File: src/rtl/wmf_pkg.sv
package wmf_pkg;

  // Threshold code that requests on any free entry; barred under DMA service.
  localparam logic [2:0] WM_ANY_FREE = 3'b111;

  // Free entries needed before the request rises, for a queue of the given depth.
  function automatic int unsigned wm_threshold(input logic [2:0] code,
                                               input int unsigned depth);
    case (code)
      3'b100:  return depth - depth / 4;
      3'b101:  return depth / 2;
      3'b110:  return depth / 4;
      3'b111:  return 1;
      default: return depth;
    endcase
  endfunction

endpackage

File: src/rtl/wmf_storage.sv
module wmf_storage #(
  parameter int DATA_W = 32,
  parameter int DEPTH  = 16
) (
  input  logic              clk,
  input  logic              rst_n,
  input  logic              push,
  input  logic              pop,
  input  logic [DATA_W-1:0] wr_data,
  output logic [DATA_W-1:0] head_data
);
  localparam int PTR_W = (DEPTH > 1) ? $clog2(DEPTH) : 1;

  logic [PTR_W-1:0]  wptr_q, wptr_d;
  logic [PTR_W-1:0]  rptr_q, rptr_d;
  logic [DATA_W-1:0] mem_q [DEPTH];

  function automatic logic [PTR_W-1:0] ptr_inc(input logic [PTR_W-1:0] p);
    return (p == PTR_W'(DEPTH - 1)) ? '0 : p + 1'b1;
  endfunction

  always_comb begin
    wptr_d = wptr_q;
    rptr_d = rptr_q;
    if (push) wptr_d = ptr_inc(wptr_q);
    if (pop)  rptr_d = ptr_inc(rptr_q);
  end

  always_ff @(posedge clk or negedge rst_n) begin
    if (!rst_n) begin
      wptr_q <= '0;
      rptr_q <= '0;
    end else begin
      wptr_q <= wptr_d;
      rptr_q <= rptr_d;
    end
  end

  // One whole entry written per accepted cycle; no reset on the data array.
  for (genvar i = 0; i < DEPTH; i++) begin : g_entry
    always_ff @(posedge clk) begin
      if (push && (wptr_q == PTR_W'(i))) mem_q[i] <= wr_data;
    end
  end

  assign head_data = mem_q[rptr_q];

  // the read pointer moves only on an accepted pop.
  a_r3_rptr_hold: assert property (@(posedge clk) disable iff (!rst_n)
    !pop |=> $stable(rptr_q));

endmodule

File: src/rtl/wmf_level.sv
module wmf_level #(
  parameter int DEPTH = 16
) (
  input  logic                         clk,
  input  logic                         rst_n,
  input  logic                         push,
  input  logic                         pop,
  output logic [$clog2(DEPTH+1)-1:0]   free_cnt,
  output logic [$clog2(DEPTH+1)-1:0]   used_cnt,
  output logic                         full,
  output logic                         empty
);
  localparam int CNT_W = $clog2(DEPTH + 1);

  logic [CNT_W-1:0] free_q, free_d;

  always_comb begin
    free_d = free_q;
    case ({push, pop})
      2'b10:   free_d = free_q - 1'b1;
      2'b01:   free_d = free_q + 1'b1;
      default: free_d = free_q;
    endcase
  end

  always_ff @(posedge clk or negedge rst_n) begin
    if (!rst_n) free_q <= CNT_W'(DEPTH);
    else        free_q <= free_d;
  end

  assign free_cnt = free_q;
  assign used_cnt = CNT_W'(DEPTH) - free_q;
  assign full     = (free_q == '0);
  assign empty    = (free_q == CNT_W'(DEPTH));

  // the free count never exceeds the depth.
  a_r2_free_bound: assert property (@(posedge clk) disable iff (!rst_n)
    free_q <= CNT_W'(DEPTH));
  // a lone accepted write takes exactly one free entry.
  a_r2_push_step: assert property (@(posedge clk) disable iff (!rst_n)
    push && !pop |=> free_q == $past(free_q) - 1'b1);
  // an accepted write and pop together hold the count.
  a_r4_pair_hold: assert property (@(posedge clk) disable iff (!rst_n)
    push && pop |=> $stable(free_q));

endmodule

File: src/rtl/wmf_request.sv
module wmf_request #(
  parameter int DEPTH = 16
) (
  input  logic                       clk,
  input  logic                       rst_n,
  input  logic [$clog2(DEPTH+1)-1:0] free_cnt,
  input  logic [2:0]                 wm_code,
  input  logic                       dma_mode,
  input  logic                       err_clear,
  input  logic                       ovf_evt,
  input  logic                       unf_evt,
  output logic                       tx_req,
  output logic                       overflow,
  output logic                       underflow,
  output logic                       config_error
);
  import wmf_pkg::*;
  localparam int CNT_W = $clog2(DEPTH + 1);

  logic [CNT_W-1:0] thresh;
  logic             cfg_bad;
  logic             ovf_q, ovf_d, unf_q, unf_d, cfg_q, cfg_d;

  always_comb begin
    thresh  = CNT_W'(wm_threshold(wm_code, DEPTH));
    cfg_bad = dma_mode && (wm_code == WM_ANY_FREE);
    tx_req  = !cfg_bad && (free_cnt >= thresh);
  end

  // Sticky flags; a new event wins over a clear in the same cycle.
  always_comb begin
    ovf_d = ovf_evt | (ovf_q & ~err_clear);
    unf_d = unf_evt | (unf_q & ~err_clear);
    cfg_d = cfg_bad | (cfg_q & ~err_clear);
  end

  always_ff @(posedge clk or negedge rst_n) begin
    if (!rst_n) begin
      ovf_q <= 1'b0;
      unf_q <= 1'b0;
      cfg_q <= 1'b0;
    end else begin
      ovf_q <= ovf_d;
      unf_q <= unf_d;
      cfg_q <= cfg_d;
    end
  end

  assign overflow     = ovf_q;
  assign underflow    = unf_q;
  assign config_error = cfg_q;

  // codes with a clear top bit request only on a completely free queue.
  a_r5_full_only: assert property (@(posedge clk) disable iff (!rst_n)
    !wm_code[2] && tx_req |-> free_cnt == CNT_W'(DEPTH));
  // the half-depth code never requests below half free.
  a_r6_half: assert property (@(posedge clk) disable iff (!rst_n)
    (wm_code == 3'b101) && tx_req |-> free_cnt >= CNT_W'(DEPTH / 2));
  // any free entry requests when DMA mode is off.
  a_r7_any: assert property (@(posedge clk) disable iff (!rst_n)
    (wm_code == 3'b111) && !dma_mode && (free_cnt != '0) |-> tx_req);
  // the barred combination raises the configuration error.
  a_r8_cfg_set: assert property (@(posedge clk) disable iff (!rst_n)
    dma_mode && (wm_code == 3'b111) |=> config_error);
  // flags hold without a clear.
  a_r11_ovf_sticky: assert property (@(posedge clk) disable iff (!rst_n)
    overflow && !err_clear |=> overflow);

endmodule

File: src/rtl/wmf_tx_fifo.sv
module wmf_tx_fifo #(
  parameter int DATA_W = 32,
  parameter int DEPTH  = 16,
  localparam int CNT_W = $clog2(DEPTH + 1)
) (
  input  logic              clk,
  input  logic              rst_n,
  input  logic              wr_en,
  input  logic [DATA_W-1:0] wr_data,
  input  logic              rd_en,
  output logic [DATA_W-1:0] rd_data,
  input  logic [2:0]        wm_code,
  input  logic              dma_mode,
  input  logic              err_clear,
  output logic              tx_req,
  output logic [CNT_W-1:0]  used_cnt,
  output logic [CNT_W-1:0]  free_cnt,
  output logic              overflow,
  output logic              underflow,
  output logic              config_error
);
  // Asynchronous assertion, synchronous release.
  logic [1:0] rst_sync_q;
  logic       rst_int_n;

  always_ff @(posedge clk or negedge rst_n) begin
    if (!rst_n) rst_sync_q <= 2'b00;
    else        rst_sync_q <= {rst_sync_q[0], 1'b1};
  end
  assign rst_int_n = rst_sync_q[1];

  logic              full, empty;
  logic              push_ok, pop_ok, ovf_evt, unf_evt;
  logic [DATA_W-1:0] head_data;

  always_comb begin
    push_ok = wr_en && !full;
    pop_ok  = rd_en && !empty;
    ovf_evt = wr_en && full;
    unf_evt = rd_en && empty;
    rd_data = empty ? '0 : head_data;
  end

  wmf_storage #(.DATA_W(DATA_W), .DEPTH(DEPTH)) u_storage (
    .clk       (clk),
    .rst_n     (rst_int_n),
    .push      (push_ok),
    .pop       (pop_ok),
    .wr_data   (wr_data),
    .head_data (head_data)
  );

  wmf_level #(.DEPTH(DEPTH)) u_level (
    .clk      (clk),
    .rst_n    (rst_int_n),
    .push     (push_ok),
    .pop      (pop_ok),
    .free_cnt (free_cnt),
    .used_cnt (used_cnt),
    .full     (full),
    .empty    (empty)
  );

  wmf_request #(.DEPTH(DEPTH)) u_request (
    .clk          (clk),
    .rst_n        (rst_int_n),
    .free_cnt     (free_cnt),
    .wm_code      (wm_code),
    .dma_mode     (dma_mode),
    .err_clear    (err_clear),
    .ovf_evt      (ovf_evt),
    .unf_evt      (unf_evt),
    .tx_req       (tx_req),
    .overflow     (overflow),
    .underflow    (underflow),
    .config_error (config_error)
  );

  // a write into a full queue raises the overflow flag.
  a_r9_overflow: assert property (@(posedge clk) disable iff (!rst_int_n)
    wr_en && (free_cnt == '0) |=> overflow);
  // a dropped write leaves the full queue full.
  a_r9_drop: assert property (@(posedge clk) disable iff (!rst_int_n)
    wr_en && !rd_en && (free_cnt == '0) |=> free_cnt == '0);
  // a pop on an empty queue changes no count and raises underflow.
  a_r10_underflow: assert property (@(posedge clk) disable iff (!rst_int_n)
    rd_en && !wr_en && (used_cnt == '0) |=> underflow && (used_cnt == '0));

endmodule

File: config.mk
export PLATFORM = sky130hd
export DESIGN_NAME = wmf_tx_fifo
export DESIGN_NICKNAME = d
export VERILOG_FILES = /design/src/rtl/wmf_pkg.sv /design/src/rtl/wmf_storage.sv /design/src/rtl/wmf_level.sv /design/src/rtl/wmf_request.sv /design/src/rtl/wmf_tx_fifo.sv
export SDC_FILE = /design/constraint.sdc
export NUM_CORES = 1
export LEC_CHECK = 0
export ABC_AREA = 1
export BUFFER_PORTS_ARGS = -buffer_cell sky130_fd_sc_hd__buf_2
export CELL_PAD_IN_SITES_DETAIL_PLACEMENT = 0
export CELL_PAD_IN_SITES_GLOBAL_PLACEMENT = 1
export CORE_ASPECT_RATIO = 1.2
export CORE_UTILIZATION = 25
export CTS_BUF_LIST = sky130_fd_sc_hd__clkbuf_2
export CTS_CLUSTER_SIZE = 40
export DETAILED_ROUTE_END_ITERATION = 12
export GPL_TIMING_DRIVEN = 1
export PLACE_DENSITY_LB_ADDON = 0.1
export SYNTH_ARGS = -nofsm -noshare
export SYNTH_HDL_FRONTEND = slang
export SYNTH_SLANG_ARGS = --single-unit
File: constraint.sdc
create_clock -name clk -period 2.46 [get_ports clk]
set_clock_uncertainty 0.2 [all_clocks]
set_input_delay 0 -clock clk [delete_from_list [all_inputs] [get_ports clk]]
set_output_delay 0 -clock clk [all_outputs]
set_load 0.01 [all_outputs]
## Word-level counts from Yosys, hierarchy flattened

Memories as Yosys holds them, arrays and structs flattened.
Cells that the tools add are included.

- Register bits after elaboration: 18
- Memory bits (writable): 512
- Bits of input ports: 41
- Output and inout port bits: 46
- Logic and storage cells: 169
- Memories: 1

- Add/subtract/negate cells: 5
- Magnitude comparators: 1
- Equal/unequal tests: 23
- Muxes and demuxes: 82
- Bitwise logic cells: 7
- Reductions and logical operators: 43

Memory list:

| memory | words | bits a word | rd ports | clocked after Yosys merged registers in | wr ports | line | RTL |
|---|---|---|---|---|---|---|---|
| u_storage.mem_q | 16 | 32 | 1 | 0 | 1 | wmf_storage.sv:16 | `logic [DATA_W-1:0] mem_q [DEPTH];` |

Operators by type and width:

| cell | count |
|---|---|
| $mux W32 | 16 |
| $reduce_or A32 Y1 | 15 |
| $mux W4 | 17 |
| $mux W1 | 47 |
| $eq A4 B4 Y1 const B | 9 |
| $logic_and A1 B1 Y1 | 22 |
| $pmux W5 S4 | 1 |
| $eq A4 B3 Y1 const B | 4 |
| $eq A3 B3 Y1 const B | 4 |
| $pmux W5 S2 | 1 |
| $add A4 B1 Y4 const B | 2 |
| $eq A4 B2 Y1 const B | 2 |
| $add A5 B1 Y5 const B | 1 |
| $eq A5 B5 Y1 const B | 1 |
| $ge A5 B5 Y1 | 1 |
| $logic_not A5 Y1 | 1 |
| $sub A5 B1 Y5 const B | 1 |
| $sub A5 B5 Y5 const A | 1 |
| $eq A4 B1 Y1 const B | 1 |
| $logic_not A4 Y1 | 1 |
| $and A1 B1 Y1 | 3 |
| $logic_not A1 Y1 | 3 |
| $or A1 B1 Y1 | 3 |
| $eq A2 B1 Y1 const B | 1 |
| 3 further kinds | 3 |

## Logic depth before layout (Yosys ltp)

Gate-level depths: netlist of run 1.

- Depth in word-level cells: 22
- Gate-level depth with buffers: 16
- Gate-level depth less buffers: 16

## By module

A second synthesis of run 1 with hierarchy kept.

- Cell total of the unflattened synthesis: 2306
- Area, all modules: 23540.1 µm²

By module, submodules not included:

| module | times used | cells each | area each (µm²) | seq. area each (µm²) |
|---|---|---|---|---|
| wmf_storage | 1 | 2130 | 22467.8 | 15574.9 |
| wmf_level | 1 | 58 | 436.7 | 126.4 |
| wmf_tx_fifo | 1 | 79 | 374.1 | 50.0 |
| wmf_request | 1 | 39 | 261.5 | 75.1 |

## Least setup slack after synthesis of run 1

No wires, ideal clock.

- Path kind: flip-flop to flip-flop
- Start: register u_level.free_q[0], in the netlist u_level.free_cnt[0]
- End: memory u_storage.mem_q[11][0] (enable)
- Library setup time: 0.421 ns
- Arrival time: 3.035 ns
- Required time: 1.839 ns
- Path slack: -1.197 ns
- Cell stages (with the launch flop): 9
- Buffers on the path: 0
- Clock period less this slack: 3.657 ns
- Cell sequence: dfrtp_1 > inv_1 > ha_1 > nand2_1 > nor2_1 > ha_1 > nor2_1 > nand2_1 > nor2_1

- Cells in the longest elaborated chain, start to end: 22
- Elaborated cells on any way between the ends: 96
- Those cells by class: 62 x mux; 34 x reduce/logical

RTL lines:

| what | line | RTL |
|---|---|---|
| start, declared | wmf_level.sv:15 | `logic [CNT_W-1:0] free_q, free_d;` |
| start signal, assigned | wmf_level.sv:27 | `if (!rst_n) free_q <= CNT_W'(DEPTH);` |
| start signal, assigned | wmf_level.sv:28 | `else free_q <= free_d;` |
| $logic_not A5 Y1 * | wmf_level.sv:33 | `assign full = (free_q == '0);` |
| $logic_not A1 Y1 * | wmf_tx_fifo.sv:37 | `push_ok = wr_en && !full;` |
| $logic_and A1 B1 Y1 * | wmf_tx_fifo.sv:37 |  |
| $logic_and A1 B1 Y1 | wmf_storage.sv:42 | `if (push && (wptr_q == PTR_W'(i))) mem_q[i] <= wr_data;` |
| $mux W1 | wmf_storage.sv:42 |  |
| $mux W1 (implied by the code) | wmf_storage.sv:42 |  |
| $reduce_or A32 Y1 (no source line) | -- |  |
| $mux W4 (no source line) / $mux W1 (equally long branches) (15 in series) | -- |  |
| end, declared | wmf_storage.sv:16 |  |

Mark *: on every way between the ends. The rest lies on a longest branch, timed or not.

## Worst setup path after layout of run 1

- Start: register u_storage.rptr_q[0]
- End: output port rd_data[3]

- Cells in the longest elaborated chain, start to end: 2

RTL lines:

| what | line | RTL |
|---|---|---|
| start, declared | wmf_storage.sv:15 | `logic [PTR_W-1:0] rptr_q, rptr_d;` |
| start signal, assigned | wmf_storage.sv:35 | `rptr_q <= rptr_d;` |
| $mem_v2 Z16 W32 | -- |  |
| $mux W32 | wmf_tx_fifo.sv:41 | `rd_data = empty ? '0 : head_data;` |
| end, declared | wmf_tx_fifo.sv:11 | `output logic [DATA_W-1:0] rd_data,` |

No other way between the ends.

==> results of run 1 <==
area by class of cell:
cell class                      instances  share of cell area
Clock buffer                          225              0.0356
Antenna cell                            3            0.000237
Timing Repair Buffer                  397               0.161
Sequential cell                       530               0.501
Multi-Input combinational cell       1227               0.211
Tap cell                             1168              0.0462
Timing Repair inverter                  3             0.00158
Clock inverter                         45             0.00894
Inverter                              285              0.0353
critical path: stages, from the launching register on:
cell and delay [ns]:
dfrtp_4 0.53, buf_4 0.16, buf_12 0.15, buf_16 0.16, nand2_1 0.06, nand3_1 0.09, nand3_2 0.10, nand3_2 0.10
a21oi_4 0.27, buf_6 0.14
power by group:
| group | internal (mW) | switching [mW] | leakage (nW) |
|---|---|---|---|
| logic | 8.20 | 11.2 | 7.40 |
| registers | 10.9 | 0.316 | 4.84 |
| clock network | 2.77 | 3.98 | 1.07 |
| total | 21.9 | 15.5 | 13.3 |
worst max path at each step:
| stage | endpoint | cells past startpoint |
|---|---|---|
| 5_1_grt | rd_data[2] | 8 |
| 3_5_place_dp | u_level.free_cnt[3] | 16 |
| 6_report | rd_data[3] | 9 |
| 2_1_floorplan | u_level.free_cnt[4] | 16 |
| 3_3_place_gp | u_level.free_cnt[4] | 16 |
| 4_1_cts | rd_data[12] | 10 |
flip-flops by register name (all words and copies together), names as in the netlist:
name                    cells
u_storage.wptr_q            4
u_request.underflow         1
u_storage.mem_q           512
rst_sync_q                  2
u_level.free_cnt            5
u_request.overflow          1
u_request.config_error      1
u_storage.rptr_q            4
kinds of logic (layout without fill, tap and decap cells):
logic type	count (synthesis)	after routing	share of synthesized area
compound gates	49	49	0.0111
xor+xnor	8	8	0.00307
fa+ha+maj	17	17	0.00964
buf+inv	398	955	0.0752
flops	530	530	0.693
other cells	1	4	0.000164
simple gates	1152	1152	0.208
per-layer routing:
| metal | track usage | routed length, um | vias up |
|---|---|---|---|
| met1 | 0.202 | 35900 | 8259 |
| met2 | 0.302 | 43000 | 339 |
| met4 | 0.0625 | 2200 | 2 |
| li1 | - | - | 8089 |
| met3 | 0.0361 | 3120 | 137 |
| met5 | 0 | 13 | - |
metrics by stage:
step | hold WS (ns) | TNS [ns] | util | setup WS, ns
final | 0.114 | -25.22 | 0.349 | -0.810
after global routing | 0.0425 | -37.74 | 0.349 | -1.06
after CTS | 0.00189 | -35.71 | 0.327 | -1.11
after detailed placement | -0.410 | 0 | 0.283 | 0.00865
after global placement | -0.413 | -0.0678 | 0.283 | -0.0620
after floorplan | -0.496 | -6.49 | - | -0.0792
cells in the final DEF (no fill, tap or decap), types with 8 or more instances in the layout:
master | Yosys | layout
ha_4 | 0 | 8
nand2_4 | 0 | 10
buf_16 | 0 | 30
nand3_1 | 328 | 188
nand2_2 | 0 | 56
a21oi_1 | 38 | 8
dlygate4sd3_1 | 0 | 104
nand2_1 | 799 | 731
clkbuf_16 | 0 | 31
buf_2 | 63 | 80
nand3_2 | 0 | 135
inv_2 | 0 | 9
buf_6 | 14 | 38
inv_1 | 283 | 274
edfxtp_1 | 512 | 512
clkinv_2 | 0 | 8
a21oi_2 | 0 | 27
nor2_4 | 0 | 19
buf_12 | 1 | 55
clkinv_1 | 1 | 26
ha_1 | 16 | 8
clkbuf_2 | 1 | 225
dfrtp_1 | 17 | 11
buf_4 | 5 | 55
repair_timing:
item / 4_1_cts / 5_1_grt
cloned: 19 / 40
hold endpoints to repair: 1042 / 0
setup endpoints to repair: 39 / 48
resized for setup: 173 / 208
setup buffers: 29 / 39
hold buffers: 104 / 0
pin swaps: 45 / 93
==> results.ini, run 1 <==
[timing]
hold_violations=0
timing.final.crit_share=1.33
layout_setup_ws_ns=-0.810
setup_viol=38
grt_setup_unrepaired=true
relSlewSlack=0.405
period_minus_slack_ns=3.27
slew_viol_final=0
tightest_slew_ns=0.893
max_freq_ghz=0.306

[synth]
syn_nets=2213
avgSynthCellArea_um2=10.6
postSynth.asyncResetShare=0.0340
yosysSeqAreaShare=0.693
synth.most_common_cell=nand2_1
yosysTopAreaCell=edfxtp_1
syn_area_um2=22800
synth_cells=2155
ys.flop_type=edfxtp_1
synth_edf_count=512
ys_warn_count=0
yosys-top-cells-count=nand2_1, edfxtp_1, nand3_1, inv_1, buf_2
synth_top_area_share=0.673
synth_area_leaders=edfxtp_1, nand2_1, nand3_1
synth.distinct_cells=26
ys_seq_elements=530

[placed_design]
io_buffers=86
placed_cell_area_um2=25600
dp.cells=3389
dp_hpwl_um=41900
place_congestion=0.728

[grt]
grt_util_all_layers=0.171
grt-ovfl-total=0
grt_pass1_vias=17200
grt_max_degree=68
grt_pass1_wl_um=114000
antenna_found_initial=3

[detailed_routing]
drtPass1Iterations=5
wl_per_cell_um=21.7
drc=0
vias_per_cell=4.33
drtAntennaViolNets=0
wl_um=84300
drt_iter0_markers=755
via_count=16800

[worst_setup_path]
critPathArrivalTime_ns=3.07
r2r_cells=18
r2r_start=u_level.free_cnt[1]
cp_data_required_time_ns=2.26
crit_fanout=8
critPathLaunchType=flip-flop
worstReg2RegEnd=u_level.free_cnt[4]
crit_path_end_kind=output port
reg2reg_slack_ns=-0.09
critical_path_class=reg -> out
cp-startpoint=u_storage.rptr_q[0]

[power]
ir_drop_uv=550
p_total_mw=37.4
cellPowerDensity_nw_per_um2=1180
p_leak_nw=13.3

[cells_and_area]
fill_cells=9228
nets=2653
multiInputGateArea_um2=6670
design_area_um2=31600
drive_above_1_share=0.305
seq_area_um2=15800
syn2layout_area_growth_pct=38.5
fin_cells=3883

[floorplanning]
die_w_um=278
core_area_um2=90500
start_util=0.252
die_h_um=333
die_area_um2=92600
io_pins=87
fp-row-count=121

[outcome]
violations=setup timing
outcome=finished with violations

[cts]
cts_sinks=530
cts_buffer_depth=3
clkSlewWorstSetupHoldPaths_ns=0.09
ctsHtreeMaxLevel=4
clk_latency_ns=1.31
cts_root_buf=clkbuf_2
cts_tree=built
cts_buffers=151

[worst_hold_path]
hold_path_class=reg -> async

[run]
max_cap_violations=0

No activity file was read; power rests on OpenSTA's default activity.
==> run 2: changes to the inputs <==
--- a/config.mk
+++ b/config.mk
@@ -14,7 +14,9 @@
 export CTS_BUF_LIST = sky130_fd_sc_hd__clkbuf_2
 export CTS_CLUSTER_SIZE = 40
 export DETAILED_ROUTE_END_ITERATION = 12
+export GPL_ROUTABILITY_DRIVEN = 0
 export GPL_TIMING_DRIVEN = 1
+export MAX_ROUTING_LAYER = met4
 export PLACE_DENSITY_LB_ADDON = 0.1
 export SYNTH_ARGS = -nofsm -noshare
 export SYNTH_HDL_FRONTEND = slang
==> run 2 against run 1 <==
- the run still ends with setup timing left
- maximum frequency shrank 1.1%
- non-clock buffer count down 2
- setup slack got worse by 0.036 ns
- cell area decreased by 1.3%
- routed wire length shrank 1.1%
- sequential share of layout area grew 0.65 points
- combinational power down 4%
- critical path type unchanged
- largest power group unchanged
==> results.ini, run 2 (same netlist as run 1, synthesis figures left out) <==
[worst_setup_path]
crit_path_end_kind=output port
critPathMostFrequentCell=nand3_2
path_buf_inv=4  ; unchanged
critical_path_class=reg -> out
cp_slowest_cell=dfrtp_4
critPathArrivalTime_ns=3.11  ; +0.04 ns
cp_top_family=buffers and inverters
critPathLaunchType=flip-flop
cp_data_required_time_ns=2.26  ; about the same
crit_path_cell_trace=buf_4 > buf_16 > clkbuf_16 > nand2_1 > nand3_2 > nand3_2 > nand3_2 > a21oi_2 > buf_2
crit_fanout=6  ; -2
cp_slowest_stage_delay_ns=0.53  ; about the same

[timing]
tightest_slew_ns=0.894  ; +0.000829 ns
period_minus_slack_ns=3.31  ; +0.0363 ns
timing.final.crit_share=1.34  ; +0.0148
setup_viol=38  ; unchanged
finalSetupTns_ns=-26.11  ; -0.892 ns
grt_setup_unrepaired=true
max_freq_ghz=0.302  ; -1.1%
relSlewSlack=0.404  ; -0.000552
layout_setup_ws_ns=-0.846  ; -0.0363 ns
slew_viol_final=0  ; unchanged
hold_violations=0  ; unchanged

[cts]
cts_sinks=530  ; unchanged
clk_latency_ns=1.32  ; about the same
clkSlewWorstSetupHoldPaths_ns=0.09  ; about the same
cts_root_buf=clkbuf_2
cts_tree=built
cts_buffers=151  ; unchanged
cts_buffer_depth=3  ; unchanged
ctsHtreeMaxLevel=4  ; unchanged

[placed_design]
io_buffers=86  ; unchanged
dp_hpwl_um=41900  ; unchanged
dp.cells=3389  ; unchanged
post-place-ws_ns=0.00865  ; unchanged

[cells_and_area]
multiInputGateArea_um2=6390  ; -4.2%
syn2layout_area_growth_pct=36.8
nets=2650  ; -0.11%
fill_cells=9262  ; +0.37%
drive_above_1_share=0.281  ; -0.0237
layout_commonest_cell=nand2_1
regMostFlops=u_storage.mem_q
fin_cells=3882  ; -0.026%
largest_reg_flops=512  ; unchanged
layout.cells.most_common_list=nand2_1, edfxtp_1, inv_1
seq_area_um2=15800  ; unchanged

[power]
sw_frac_of_total=0.413  ; -0.00218
power_frac_clock=0.185  ; +0.004
p_leak_nw=13.1  ; -1.3%
p_int_mw=21.5  ; -1.8%
ir_drop_uv=561  ; +2.0%
p_comb_frac=0.509  ; -0.011
p_seq_frac=0.306  ; +0.006
switching_power_mw=15.1  ; -2.7%
cellPowerDensity_nw_per_um2=1170  ; -0.89%

[grt]
antenna_found_initial=3  ; unchanged
grt_max_degree=68  ; unchanged
grt-ovfl-total=0  ; unchanged
grt_pass1_vias=17200  ; -0.19%
grt_pass1_wl_um=114000  ; about the same
grt_util_all_layers=0.176  ; +0.00519

[floorplanning]
die_h_um=333  ; unchanged
fp-row-count=121  ; unchanged
die_area_um2=92600  ; unchanged
io_pins=87  ; unchanged
start_util=0.252  ; unchanged
die_w_um=278  ; unchanged
core_area_um2=90500  ; unchanged

[outcome]
violations=setup timing
outcome=finished with violations

[run]
max_cap_violations=0  ; unchanged

[detailed_routing]
drtPass1Iterations=5  ; unchanged
drt_iter0_markers=842  ; +12%
via_count=16800  ; -0.089%
wl_um=83300  ; -1.1%
wl_per_cell_um=21.5  ; -1.1%
drc=0  ; unchanged
vias_per_cell=4.33  ; about the same
drtAntennaViolNets=0  ; unchanged

[worst_hold_path]
hold_path_class=reg -> async

## run 2: cell count changes in the layout (fill, tap and decap cells not counted), moves of 2 or more
cell,delta
nand3_1,+39
nand3_2,-36
nand2_1,+23
nand2_2,-20
buf_4,+8
buf_6,-7
clkbuf_16,-4
nand2_4,-4
nand3_4,-3
diode_2,+2
## run 2: area by class of cell
class / instances / area share
diodes: 5 / 0.000401
clock buffers: 225 / 0.0361
repair buffers: 395 / 0.159
inverters: 285 / 0.0357
multi-input cells: 1227 / 0.205
flip-flops and latches: 530 / 0.507
repair inverters: 2 / 0.000801
clock inverters: 45 / 0.00905
well taps: 1168 / 0.0468
## run 2: power groups by stage
stage / combinational [mW] / clock, mW / sequential (mW)
detailed placement: 13.1 / 0 / 11.4
global route: 20.1 / 7.52 / 11.3
CTS: 16.6 / 7.13 / 11.2
global placement: 13.1 / 0 / 11.4
finish: 18.6 / 6.76 / 11.2
floorplan: 7.48 / 0 / 11.3
## run 2: what timing repair did
item | CTS | global route
endpoints found under the setup margin | 39 | 49
hold buffers | 104 | 0
resized for setup | 173 | 132
cloned | 19 | 33
setup buffers | 29 | 42
pin swaps | 45 | 69
hold endpoints to repair | 1042 | 0
## run 2: final timing paths
check | startpoint | to | slack [ns] | cells after the start
max in group asynchronous | rst_sync_q[1] | u_storage.rptr_q[2] | 1.25 | 0
setup / recovery | u_storage.rptr_q[0] | rd_data[29] | -0.85 | 9
hold / removal | rst_sync_q[1] | u_request.overflow | 0.11 | 0
min in group clk | rst_sync_q[0] | rst_sync_q[1] | 0.16 | 0
setup reg to reg | u_level.free_cnt[0] | u_level.free_cnt[4] | -0.10 | 18
hold reg to reg | rst_sync_q[1] | u_request.overflow | 0.11 | 0
## run 2: metal layers
| metal | vias to the layer above | wire [um] | GRT usage |
|---|---|---|---|
| met5 | - | 0 | - |
| met4 | 0 | 2320 | 0.0629 |
| met3 | 139 | 3140 | 0.0357 |
| met2 | 330 | 42600 | 0.302 |
| met1 | 8241 | 35300 | 0.203 |
| li1 | 8101 | - | - |
## run 2: metrics by stage
step                      hold WS, ns  power (mW)  utilization  area (um^2)
after global routing           0.0385        38.9        0.345        31200
after global placement         -0.413        24.5        0.283        25600
after detailed placement       -0.410        24.5        0.283        25600
after CTS                     0.00189        34.9        0.327        29600
after floorplan                -0.496        18.8            -        23000
final                           0.112        36.6        0.345        31200
